File: src/rtl/bhc_pkg.sv
package bhc_pkg;

  typedef enum logic [3:0] {
    ST_IDLE    = 4'd0,
    ST_RD_REQ  = 4'd1,
    ST_RD_DEN  = 4'd2,
    ST_RD_ACK  = 4'd3,
    ST_RD_DOFF = 4'd4,
    ST_WR_DEN  = 4'd5,
    ST_WR_REQ  = 4'd6,
    ST_WR_DOFF = 4'd7,
    ST_WR_ACK  = 4'd8,
    ST_DRAIN   = 4'd9
  } hs_state_e;

  typedef struct packed {
    logic strobe;
    logic xcvr;
    logic ack;
  } hs_drive_t;

  // Output levels held in each state
  function automatic hs_drive_t drive_of(hs_state_e s);
    hs_drive_t d;
    d = '0;
    unique case (s)
      ST_RD_REQ:  d = '{strobe: 1'b1, xcvr: 1'b0, ack: 1'b0};
      ST_RD_DEN:  d = '{strobe: 1'b1, xcvr: 1'b1, ack: 1'b0};
      ST_RD_ACK:  d = '{strobe: 1'b1, xcvr: 1'b1, ack: 1'b1};
      ST_RD_DOFF: d = '{strobe: 1'b1, xcvr: 1'b0, ack: 1'b1};
      ST_WR_DEN:  d = '{strobe: 1'b0, xcvr: 1'b1, ack: 1'b0};
      ST_WR_REQ:  d = '{strobe: 1'b1, xcvr: 1'b1, ack: 1'b0};
      ST_WR_DOFF: d = '{strobe: 1'b1, xcvr: 1'b0, ack: 1'b0};
      ST_WR_ACK:  d = '{strobe: 1'b1, xcvr: 1'b0, ack: 1'b1};
      default:    d = '0;
    endcase
    return d;
  endfunction

  function automatic logic is_read_state(hs_state_e s);
    return (s == ST_RD_REQ) || (s == ST_RD_DEN) || (s == ST_RD_ACK) || (s == ST_RD_DOFF);
  endfunction

  function automatic logic is_write_state(hs_state_e s);
    return (s == ST_WR_DEN) || (s == ST_WR_REQ) || (s == ST_WR_DOFF) || (s == ST_WR_ACK);
  endfunction

endpackage

File: src/rtl/bhc_sync.sv
module bhc_sync #(
  parameter int WIDTH  = 3,
  parameter int STAGES = 2
) (
  input  logic             clk,
  input  logic             rst,
  input  logic [WIDTH-1:0] async_i,
  output logic [WIDTH-1:0] sync_o
);
  localparam int LAST = STAGES - 1;

  logic [WIDTH-1:0] stage_q [STAGES];

  always_ff @(posedge clk) begin
    if (rst) begin
      for (int i = 0; i < STAGES; i++) stage_q[i] <= '0;
    end else begin
      stage_q[0] <= async_i;
      for (int i = 1; i < STAGES; i++) stage_q[i] <= stage_q[i-1];
    end
  end

  assign sync_o = stage_q[LAST];

  initial begin
    if (STAGES < 2) $error("bhc_sync needs at least two stages");
  end
endmodule

File: src/rtl/bhc_fsm.sv
module bhc_fsm
  import bhc_pkg::*;
(
  input  logic      clk,
  input  logic      rst,
  input  logic      rd_s,
  input  logic      wr_s,
  input  logic      ack_s,
  output hs_state_e state_o,
  output logic      err_o
);
  hs_state_e state_q, state_d;
  logic      err_q;
  logic      idle_clash;

  assign idle_clash = (state_q == ST_IDLE) && rd_s && wr_s;

  always_comb begin
    state_d = state_q;
    unique case (state_q)
      ST_IDLE: begin
        if (!ack_s) begin
          if (rd_s)      state_d = ST_RD_REQ;
          else if (wr_s) state_d = ST_WR_DEN;
        end
      end
      ST_RD_REQ:  if (ack_s)  state_d = ST_RD_DEN;
      ST_RD_DEN:              state_d = ST_RD_ACK;
      ST_RD_ACK:  if (!rd_s)  state_d = ST_RD_DOFF;
      ST_RD_DOFF:             state_d = ST_DRAIN;
      ST_WR_DEN:  if (!ack_s) state_d = ST_WR_REQ;
      ST_WR_REQ:  if (ack_s)  state_d = ST_WR_DOFF;
      ST_WR_DOFF:             state_d = ST_WR_ACK;
      ST_WR_ACK:  if (!wr_s)  state_d = ST_DRAIN;
      ST_DRAIN:   if (!ack_s) state_d = ST_IDLE;
      default:                state_d = ST_IDLE;
    endcase
  end

  always_ff @(posedge clk) begin
    if (rst) begin
      state_q <= ST_IDLE;
      err_q   <= 1'b0;
    end else begin
      state_q <= state_d;
      err_q   <= err_q | idle_clash;
    end
  end

  assign state_o = state_q;
  assign err_o   = err_q;


  err_sticky_chk: assert property (@(posedge clk) disable iff (rst)
    $past(err_q) |-> err_q);


  err_only_idle_chk: assert property (@(posedge clk) disable iff (rst)
    $rose(err_q) |-> $past(state_q == ST_IDLE));
endmodule

File: src/rtl/bhc_top.sv
module bhc_top
  import bhc_pkg::*;
#(
  parameter int SYNC_STAGES = 2
) (
  input  logic clk,
  input  logic rst,
  input  logic rd_strobe_i,
  input  logic wr_strobe_i,
  input  logic dev_ack_i,
  output logic dev_strobe_o,
  output logic xcvr_en_o,
  output logic bus_ack_o,
  output logic proto_err_o
);
  localparam int N_IN = 3;

  logic [N_IN-1:0] raw_in, sync_in;
  logic            rd_s, wr_s, ack_s;
  hs_state_e       state;
  hs_drive_t       drv;
  logic            in_read, in_write;

  assign raw_in = {rd_strobe_i, wr_strobe_i, dev_ack_i};

  bhc_sync #(.WIDTH(N_IN), .STAGES(SYNC_STAGES)) u_sync (
    .clk     (clk),
    .rst     (rst),
    .async_i (raw_in),
    .sync_o  (sync_in)
  );

  assign {rd_s, wr_s, ack_s} = sync_in;

  bhc_fsm u_fsm (
    .clk     (clk),
    .rst     (rst),
    .rd_s    (rd_s),
    .wr_s    (wr_s),
    .ack_s   (ack_s),
    .state_o (state),
    .err_o   (proto_err_o)
  );

  assign drv          = drive_of(state);
  assign dev_strobe_o = drv.strobe;
  assign xcvr_en_o    = drv.xcvr;
  assign bus_ack_o    = drv.ack;
  assign in_read      = is_read_state(state);
  assign in_write     = is_write_state(state);


  strobe_rise_ack_low_chk: assert property (@(posedge clk) disable iff (rst)
    $rose(dev_strobe_o) |-> !$past(ack_s));


  rd_xcvr_under_strobe_chk: assert property (@(posedge clk) disable iff (rst)
    ($rose(xcvr_en_o) && in_read) |-> (dev_strobe_o && $past(dev_strobe_o)));


  wr_xcvr_first_chk: assert property (@(posedge clk) disable iff (rst)
    ($rose(dev_strobe_o) && in_write) |-> $past(xcvr_en_o));


  ack_under_strobe_chk: assert property (@(posedge clk) disable iff (rst)
    $rose(bus_ack_o) |-> (dev_strobe_o && $past(dev_strobe_o)));
endmodule

File: config.mk
export PLATFORM = sky130hd
export DESIGN_NAME = bhc_top
export DESIGN_NICKNAME = d
export VERILOG_FILES = /design/src/rtl/bhc_pkg.sv /design/src/rtl/bhc_sync.sv /design/src/rtl/bhc_fsm.sv /design/src/rtl/bhc_top.sv
export SDC_FILE = /design/constraint.sdc
export NUM_CORES = 1
export LEC_CHECK = 0
export BUFFER_PORTS_ARGS = -buffer_cell sky130_fd_sc_hd__buf_2
export CAP_MARGIN = 20
export CORE_UTILIZATION = 35
export CTS_BUF_LIST = sky130_fd_sc_hd__clkbuf_4 sky130_fd_sc_hd__clkbuf_8
export DETAILED_ROUTE_END_ITERATION = 16
export PLACE_DENSITY = 0.62
export SLEW_MARGIN = 0
export SYNTH_ARGS = -nofsm -noshare
export SYNTH_HDL_FRONTEND = slang
export SYNTH_SLANG_ARGS = --single-unit
export TNS_END_PERCENT = 20
File: constraint.sdc
create_clock -name clk -period 4 [get_ports clk]
set_input_delay 0.4 -clock clk [delete_from_list [all_inputs] [get_ports clk]]
set_output_delay 0.4 -clock clk [all_outputs]
set_load 0.02 [all_outputs]
==> flow_summary.toml, run 1 <==
[drt]
vias_per_cell = 5.46
wl_per_cell_um = 13.4
drc_errors = 0
via_count = 671
drt-total-wl_um = 1650
ant_nets = 0
drt-initial-drc-count = 20
dr.pass1.iters = 4

[global_route]
grt_usage_pct = 14.5
met2_usage_pct = 21.6
grt_max_degree = 19
top_usage_layer = "met2"
use_met3_pct = 2.63
grt_pass1_wl_um = 2880
antenna_found_initial = 0
overflow = 0
grt_pass1_vias = 599
met1_usage_pct = 20.6

[floorplanning]
dieArea_um2 = 2720
core-area_um2 = 2300
start_util_pct = 38.3
die_y_um = 52.2
ios = 9
fp.dieW_um = 52.2
rows = 17

[yosys]
synth_top_area_share_pct = 31.8
ys_types = 42
synth-main-ff-cell = "dfxtp_1"
syn_nets = 100
async_reset_ff_share_pct = 0
synth_top_cells_by_count = "dfxtp_1, nor2b_1, nor2_1, o21ai_0"
yosysWarningCount = 0
synth_most_common_cell = "dfxtp_1"
synth_edf_count = 0
seq_area_frac_synth_pct = 31.8
syn_area_um2 = 881
yosys.area.top_type = "dfxtp_1"
synthTopCellsByArea = "dfxtp_1, nor2b_1, ha_1"
synthCells = 91
postSynthAreaPerCell_um2 = 9.68
ys_ff_latch = 14

[setup_path]
reg2regPathDepth = 6
worstPathCellList = "and3_1 -> nor3_1 -> a211o_1 -> a221o_1 -> ha_1 -> mux2_4"
cp_slowest_stage_delay_ns = 0.66
crit_fanout = 18
cp-start-kind = "flip-flop"
cp_data_arrival_time_ns = 2.47
rr_startpoint = "u_fsm.state_o[1]"
endpoint_kind = "flip-flop"
reg2reg_setup_slack_ns = 1.70
worstSetupPathType = "reg -> reg"
cp_slowest_cell = "dfxtp_1"
timing.rr.end = "drv[1]"
cp.required_ns = 4.17

[clock_network]
h-tree-depth = 1
cts.sinks = 14
clock_path_buffers = 2
cts_buffers = 3
tritoncts = "built"
clkLatencyLatePin_ns = 0.27
cts-hold-fix-buffers = 0
clkTransAtPathRegs_ns = 0.08
postCtsSetupBuffers = 0
cts_resized = 0
root_buffer = "clkbuf_4"

[sta]
setup_violations = 0
finClkSkew_ns = 0.00776
tightest_slew_ns = 0.604
rsz0062_at_grt = "false"
finalHoldViolations = 0
period_share_pct = 57.6
finalMaxSlewViolations = 0
layout_min_cycle_time_ns = 2.30
fin_tns_setup_ns = 0
slew_headroom_pct = 59.7
fmax_mhz = 434
whs_ns = 0.339

[pwr]
p_per_area_nw_per_um2 = 642
p_leak_nw = 0.378
max-vdd-ir-drop_uv = 318
total_power_mw = 0.589

[hold_path]
min_to = "u_sync.stage_q[0][0]"
worstHoldPathCells = 2
worstHoldStart = "dev_ack_i"
hold_class = "in -> reg"

[layout]
fin_cells = 123
antenna_cells = 0
fill_cells = 240
area.growth.synth_to_final_pct = 4.26
design_area_um2 = 918
drive_gt1_share_pct = 22.1
finish.net_count = 106

[placed_design]
io_buffers = 8
place_congestion = 0.757
place_hpwl_um = 1210
place_inst = 120
placed_cell_area_um2 = 896

[run_status]
status = "completed"

[flow_run]
drv_cap = 0
worst max-delay path by stage:
stage,from,endpoint,slack (ns),depth (start not counted)
floorplan,u_fsm.state_o[0],drv[1],1.92,7
global placement,u_fsm.state_o[1],drv[1],1.75,6
detailed placement,u_fsm.state_o[1],drv[1],1.70,6
CTS,u_fsm.state_o[1],drv[1],1.70,6
global route,u_fsm.state_o[2],drv[2],1.49,9
finish,u_fsm.state_o[1],drv[1],1.70,6
kinds of logic (layout without fill, tap and decap cells):
| group | Yosys count | count (layout) | share of synthesized area (%) |
|---|---|---|---|
| mux | 4 | 4 | 5.82 |
| fa+ha+maj | 4 | 4 | 5.68 |
| xor+xnor | 1 | 1 | 0.994 |
| simple gates | 33 | 33 | 24.3 |
| compound gates | 24 | 24 | 22.9 |
| flops | 14 | 14 | 31.8 |
| buf+inv | 11 | 15 | 8.52 |
routing by layer:
metal	up-vias	wire length [um]
met5	-	0
met4	0	10
met3	2	55
met2	11	772
met1	311	814
li1	347	-
state kept, by name (all words and copies together) (netlist names):
name and count:
u_fsm.state_o 4, u_fsm.err_o 1, drv 3, u_sync.stage_q 6
cells in the final DEF, fill, tap and decap left out, types with 2 or more instances in the layout:
cell	count
nor2_1	5
nand2b_1	2
a221oi_1	2
dfxtp_1	14
a21o_1	2
nand2_1	3
nor2b_1	9
clkbuf_4	3
ha_1	4
mux2_4	2
o21ai_0	5
buf_2	8
nor3_1	3
a221o_1	2
nand3_1	2
inv_1	4
critical path, delay by kind of cell, from the launching register on:
family                     cells  cell delay [ns]
AOI/OAI and AO/OA              2             0.68
DFF                            1             0.66
and+or+nand+nor                2             0.32
adders and majority gates      1             0.28
muxes                          1             0.26
layout make-up:
cell class	count	area, um^2	area share, %
Tap cell	28	35.0	3.81
Sequential cell	14	280	30.5
Inverter	4	15.0	1.63
Timing Repair Buffer	8	40.0	4.36
Clock buffer	3	22.5	2.45
Multi-Input combinational cell	66	526	57.2
stage by stage:
step	util (%)	worst slack, ns
after CTS	40.0	1.70
after detailed placement	39.0	1.70
after global placement	39.0	1.75
final	40.0	1.70
after floorplan	-	1.92
after global routing	40.0	1.49
power breakdown:
| group | switching (mW) | total, mW | internal (mW) |
|---|---|---|---|
| logic | 0.152 | 0.287 | 0.135 |
| clock network | 0.0412 | 0.0760 | 0.0348 |
| registers | 0.0576 | 0.227 | 0.169 |
Note: power is estimated with default switching activity, not from simulation.
==> run 2, diff against run 1 <==
--- a/config.mk
+++ b/config.mk
@@ -5,12 +5,13 @@
 export SDC_FILE = /design/constraint.sdc
 export NUM_CORES = 1
 export LEC_CHECK = 0
+export ABC_AREA = 1
 export BUFFER_PORTS_ARGS = -buffer_cell sky130_fd_sc_hd__buf_2
 export CAP_MARGIN = 20
 export CORE_UTILIZATION = 35
 export CTS_BUF_LIST = sky130_fd_sc_hd__clkbuf_4 sky130_fd_sc_hd__clkbuf_8
 export DETAILED_ROUTE_END_ITERATION = 16
-export PLACE_DENSITY = 0.62
+export PLACE_DENSITY = 0.64
 export SLEW_MARGIN = 0
 export SYNTH_ARGS = -nofsm -noshare
 export SYNTH_HDL_FRONTEND = slang
==> constraint.sdc (replaced) <==
create_clock -name clk -period 2.1 [get_ports clk]
set_input_delay 0.21 -clock clk [delete_from_list [all_inputs] [get_ports clk]]
set_output_delay 0.21 -clock clk [all_outputs]
set_load 0.02 [all_outputs]
==> run 2 against run 1 <==
Net effect: first-iteration DRC count is 20% lower; sequential cell count unchanged; cell count grew 21%; critical path depth increased by 7; maximum frequency rose by 19%; synthesized cell count up 18%; power rose by 140%; worst hold slack got worse by 0.21 ns; non-clock buffer count rose by 4; via count rose by 1.8%.
==> flow_summary.toml, run 2 <==
[flow_run]
drv_cap = 0

[pwr]
swShare_pct = 46.6
p_sw_mw = 0.669
p_leak_nw = 0.500
max-vdd-ir-drop_uv = 796
combPwrFrac_pct = 58.6
seq_power_share_pct = 28.0
internal-power_mw = 0.767
total_power_mw = 1.44
p_per_area_nw_per_um2 = 1570
power_frac_clock_pct = 13.4

[clock_network]
cts-hold-fix-buffers = 0
clkTransAtPathRegs_ns = 0.09
cts_buffers = 3
tritoncts = "built"
clock_path_buffers = 2
h-tree-depth = 1
cts.sinks = 14
root_buffer = "clkbuf_4"
clkLatencyLatePin_ns = 0.28

[layout]
antenna_cells = 0
area.growth.synth_to_final_pct = 20.2
finish.net_count = 132
drive_gt1_share_pct = 32.0
mostFrequentLayoutCell = "inv_1"
largest_reg_flops = 6
most-common-layout-cells = "inv_1, nand2_1, nand3_1, dfxtp_1"
fin_cells = 149
fin_util_pct = 45.8
regMostFlops = "u_sync.stage_q"

[yosys]
synthTopCellsByArea = "dfxtp_1, inv_1, nand2_1"
postSynthAreaPerCell_um2 = 7.13
synthCells = 107
ys_types = 19
seq_area_frac_synth_pct = 36.7
synth_most_common_cell = "inv_1"
yosysWarningCount = 0
syn_nets = 116
yosys.area.top_type = "dfxtp_1"
synth_edf_count = 0
syn_area_um2 = 763
ys_ff_latch = 14
synth_top_cells_by_count = "inv_1, nand2_1, dfxtp_1"
synth_top_area_share_pct = 36.7
async_reset_ff_share_pct = 0
synth-main-ff-cell = "dfxtp_1"

[floorplanning]
ios = 9
die_y_um = 48.7
fp.dieW_um = 48.7
dieArea_um2 = 2370
core-area_um2 = 2000
rows = 16
start_util_pct = 38.1

[setup_path]
cp_slowest_cell = "dfxtp_2"
endpoint_kind = "flip-flop"
cp_data_arrival_time_ns = 2.12
cp_slowest_stage_delay_ns = 0.40
timing.rr.end = "drv[1]"
worstPathCellList = "inv_2 -> nor2_2 -> nand3_1 -> nand2_1 -> nor2_2 -> nand2_4 -> inv_2 -> o21ai_0 -> nand3_2 -> buf_4 -> ha_1 -> nand2_1 -> o21ai_2"
reg2reg_setup_slack_ns = 0.17
rr_startpoint = "u_fsm.state_o[2]"
reg2regPathDepth = 13
cp-start-kind = "flip-flop"
worstSetupPathType = "reg -> reg"
crit_fanout = 6
cp.required_ns = 2.29

[placed_design]
io_buffers = 8
place_congestion = 0.805
place_hpwl_um = 998
place_inst = 141
place_ws_ns = 0.138

[sta]
slew_headroom_pct = 85.1
setup_violations = 0
layout_min_cycle_time_ns = 1.93
finalHoldViolations = 0
fin_tns_setup_ns = 0
finClkSkew_ns = 0.00604
period_share_pct = 92.1
setup_slack_ns = 0.166
finalMaxSlewViolations = 0
tightest_slew_ns = 0.221
fmax_mhz = 517

[drt]
drc_errors = 0
drt-total-wl_um = 1340
ant_nets = 0
dr.pass1.iters = 4
via_count = 683
wl_per_cell_um = 9.01
vias_per_cell = 4.58
drt-initial-drc-count = 16

[hold_path]
min_to = "u_sync.stage_q[0][0]"
hold_class = "in -> reg"
worstHoldStart = "dev_ack_i"
worstHoldPathCells = 3

[global_route]
overflow = 0
grt_usage_pct = 12.9
antenna_found_initial = 0
grt_max_degree = 9
grt_pass1_wl_um = 2370
grt_pass1_vias = 579

[run_status]
status = "completed"
run 2: routing by layer:
layer / GRT usage, % / part of all wire [%] / vias to the layer above
li1: - / - / 360
met1: 16.0 / 47 / 302
met2: 20.4 / 47 / 16
met3: 1.89 / 3.5 / 5
met4: 8.82 / 3.0 / 0
met5: 0 / 0 / -
run 2: timing repair:
item                       CTS  global route
setup endpoints to repair    0             2
resized for setup            0             7
setup buffers                0             4
run 2: worst max-delay path by stage:
| stage | from | end | slack [ns] | cells after the start |
|---|---|---|---|---|
| floorplan | u_fsm.state_o[0] | drv[0] | 0.35 | 13 |
| global placement | u_fsm.state_o[2] | drv[0] | 0.20 | 14 |
| detailed placement | u_fsm.state_o[2] | drv[0] | 0.14 | 14 |
| CTS | u_fsm.state_o[2] | drv[0] | 0.12 | 14 |
| global route | u_fsm.state_o[2] | drv[0] | -0.008 | 14 |
| finish | u_fsm.state_o[2] | drv[1] | 0.17 | 13 |
run 2: stage by stage:
step	area, um^2	hold WS (ns)
after floorplan	763	0.317
after global placement	833	0.390
after detailed placement	833	0.398
after CTS	870	0.124
after global routing	917	0.125
final	917	0.126
run 2: critical path, delay by kind of cell (launching register included):
| kind | cells | cell delay (ns) |
|---|---|---|
| AOI/OAI and AO/OA | 2 | 0.14 |
| buffers and inverters | 3 | 0.27 |
| and+or+nand+nor | 7 | 0.75 |
| DFF | 1 | 0.40 |
| adders and majority gates | 1 | 0.27 |
run 2: logic make-up after synthesis:
kind of cell	count (synthesis)	share of synthesized area, %
AO/OA/AOI/OAI	6	4.75
adder cells (fa/ha/maj)	4	6.56
buffers and inverters	25	12.3
flip-flops	14	36.7
AND/OR/NAND/NOR	58	39.7
run 2: area by class of cell:
| cell class | instances | area (um^2) |
|---|---|---|
| clock buffers | 4 | 36.3 |
| well taps | 27 | 33.8 |
| inverters | 24 | 90.1 |
| multi-input cells | 68 | 402 |
| repair buffers | 12 | 70.1 |
| fillers | 207 | 1080 |
| flip-flops and latches | 14 | 285 |
run 2: power by group through the flow:
| stage | Sequential, mW | Clock [mW] | Combinational [mW] |
|---|---|---|---|
| 6_report | 0.402 | 0.193 | 0.841 |
| 5_1_grt | 0.414 | 0.217 | 0.957 |
| 4_1_cts | 0.382 | 0.197 | 0.758 |
| 3_5_place_dp | 0.388 | 0 | 0.754 |
| 3_3_place_gp | 0.387 | 0 | 0.736 |
| 2_1_floorplan | 0.415 | 0 | 0.586 |
==> run 3, diff against run 2 <==
--- a/config.mk
+++ b/config.mk
@@ -8,6 +8,7 @@
 export ABC_AREA = 1
 export BUFFER_PORTS_ARGS = -buffer_cell sky130_fd_sc_hd__buf_2
 export CAP_MARGIN = 20
+export CORE_ASPECT_RATIO = 1.5
 export CORE_UTILIZATION = 35
 export CTS_BUF_LIST = sky130_fd_sc_hd__clkbuf_4 sky130_fd_sc_hd__clkbuf_8
 export DETAILED_ROUTE_END_ITERATION = 16
==> run 3 against run 2 <==
Net effect: worst setup slack better by 0.063 ns; critical path depth up 1; combinational power down 5.7%; cell count down 5.4%; utilization down 2.8 points; non-clock buffer count down 2; cell area down 3.8%; via count down 5.6%; critical endpoint is now drv[0].
==> flow_summary.toml, run 3 (synthesis gave the netlist of run 2 again) <==
[placed_design]
place_ws_ns = 0.140
place_congestion = 0.813
io_buffers = 8
place_hpwl_um = 983

[layout]
largest_reg_flops = 6
fin_util_pct = 43.0
regMostFlops = "u_sync.stage_q"
most-common-layout-cells = "inv_1, nand2_1, nand3_1, dfxtp_1"
mostFrequentLayoutCell = "inv_1"
antenna_cells = 0
fill_cells = 217
area.growth.synth_to_final_pct = 15.6
drive_gt1_share_pct = 30.3
finish.net_count = 130

[sta]
setup_slack_ns = 0.229
tightest_slew_ns = 0.249
period_share_pct = 89.1
fin_tns_setup_ns = 0
finClkSkew_ns = 0.00129
layout_min_cycle_time_ns = 1.87
setup_violations = 0
finalMaxSlewViolations = 0
slew_headroom_pct = 83.4
rsz0062_at_grt = "false"
fmax_mhz = 534
finalHoldViolations = 0

[global_route]
grt_pass1_vias = 612
antenna_found_initial = 0
overflow = 0
grt_max_degree = 9
grt_usage_pct = 13.4
grt_pass1_wl_um = 2210

[drt]
dr.pass1.iters = 4
wl_per_cell_um = 8.88
drc_errors = 0
drt-total-wl_um = 1250
ant_nets = 0
drt-initial-drc-count = 20
vias_per_cell = 4.57
via_count = 645

[floorplanning]
core-area_um2 = 2050
rows = 20
fp.dieW_um = 40.1
start_util_pct = 37.2
die_y_um = 59.2
ios = 9
dieArea_um2 = 2380

[clock_network]
tritoncts = "built"
cts-hold-fix-buffers = 0
clkLatencyLatePin_ns = 0.26
cts_buffers = 3
root_buffer = "clkbuf_4"
h-tree-depth = 1
clock_path_buffers = 2
clkTransAtPathRegs_ns = 0.07
cts.sinks = 14

[setup_path]
cp-start-kind = "flip-flop"
endpoint_kind = "flip-flop"
reg2regPathDepth = 14
worstSetupPathType = "reg -> reg"
crit_fanout = 5
cp_data_arrival_time_ns = 2.04
cp.required_ns = 2.27

[run_status]
status = "completed"

[pwr]
max-vdd-ir-drop_uv = 925
p_leak_nw = 0.484
p_per_area_nw_per_um2 = 1510

[flow_run]
drv_cap = 0

[hold_path]
hold_class = "in -> reg"
worstHoldPathCells = 3
run 3: cell type report:
| class | count | area, um^2 | area share [%] |
|---|---|---|---|
| Sequential cell | 14 | 285 | 32.3 |
| Inverter | 24 | 90.1 | 10.2 |
| Multi-Input combinational cell | 68 | 402 | 45.5 |
| Clock buffer | 3 | 22.5 | 2.55 |
| Timing Repair Buffer | 10 | 55.1 | 6.24 |
| Tap cell | 22 | 27.5 | 3.12 |
run 3: per-stage QoR:
stage | instance area (um^2) | total power [mW] | hold slack [ns] | cells
2_1_floorplan | 763 | 1.00 | 0.317 | 107
3_5_place_dp | 827 | 1.14 | 0.392 | 136
6_report | 882 | 1.34 | 0.142 | 141
3_3_place_gp | 827 | 1.13 | 0.389 | 136
5_1_grt | 882 | 1.47 | 0.144 | 141
4_1_cts | 850 | 1.28 | 0.132 | 139
run 3: worst max-delay path, cell delays in order (launching register included):
cell and delay [ns]:
dfxtp_2 0.39, inv_2 0.06, nor2_2 0.17, nand3_1 0.09, nand2_1 0.08, nor2_2 0.06, nand2_4 0.07, inv_2 0.04
o21ai_0 0.13, nand2_1 0.14, ha_1 0.24, inv_1 0.06, nand4_1 0.09, nand3_1 0.09, nand2_1 0.05
run 3: final timing paths:
path,start,endpoint,slack [ns]
max,u_fsm.state_o[2],drv[0],0.23
min,dev_ack_i,u_sync.stage_q[0][0],0.14
max reg2reg,u_fsm.state_o[2],drv[0],0.23
min reg2reg,u_sync.stage_q[0][1],u_sync.stage_q[0][4],0.40
run 3: timing repair:
action | in CTS | in global routing
endpoints found under the setup margin | 0 | 2
buffers inserted | 0 | 2
resized for setup | 0 | 7
run 3: per-layer routing:
| metal | GRT usage [%] | wire length, um | vias up |
|---|---|---|---|
| met5 | 0 | 0 | - |
| met4 | 11.8 | 43 | 0 |
| met3 | 0 | 7 | 4 |
| met2 | 21.4 | 633 | 6 |
| met1 | 15.4 | 568 | 281 |
| li1 | - | - | 354 |
run 3: where the power goes:
| part | internal, mW | leakage, nW | switching (mW) |
|---|---|---|---|
| clock | 0.0662 | 0.0138 | 0.0737 |
| sequential | 0.341 | 0.117 | 0.0624 |
| combinational | 0.295 | 0.353 | 0.497 |
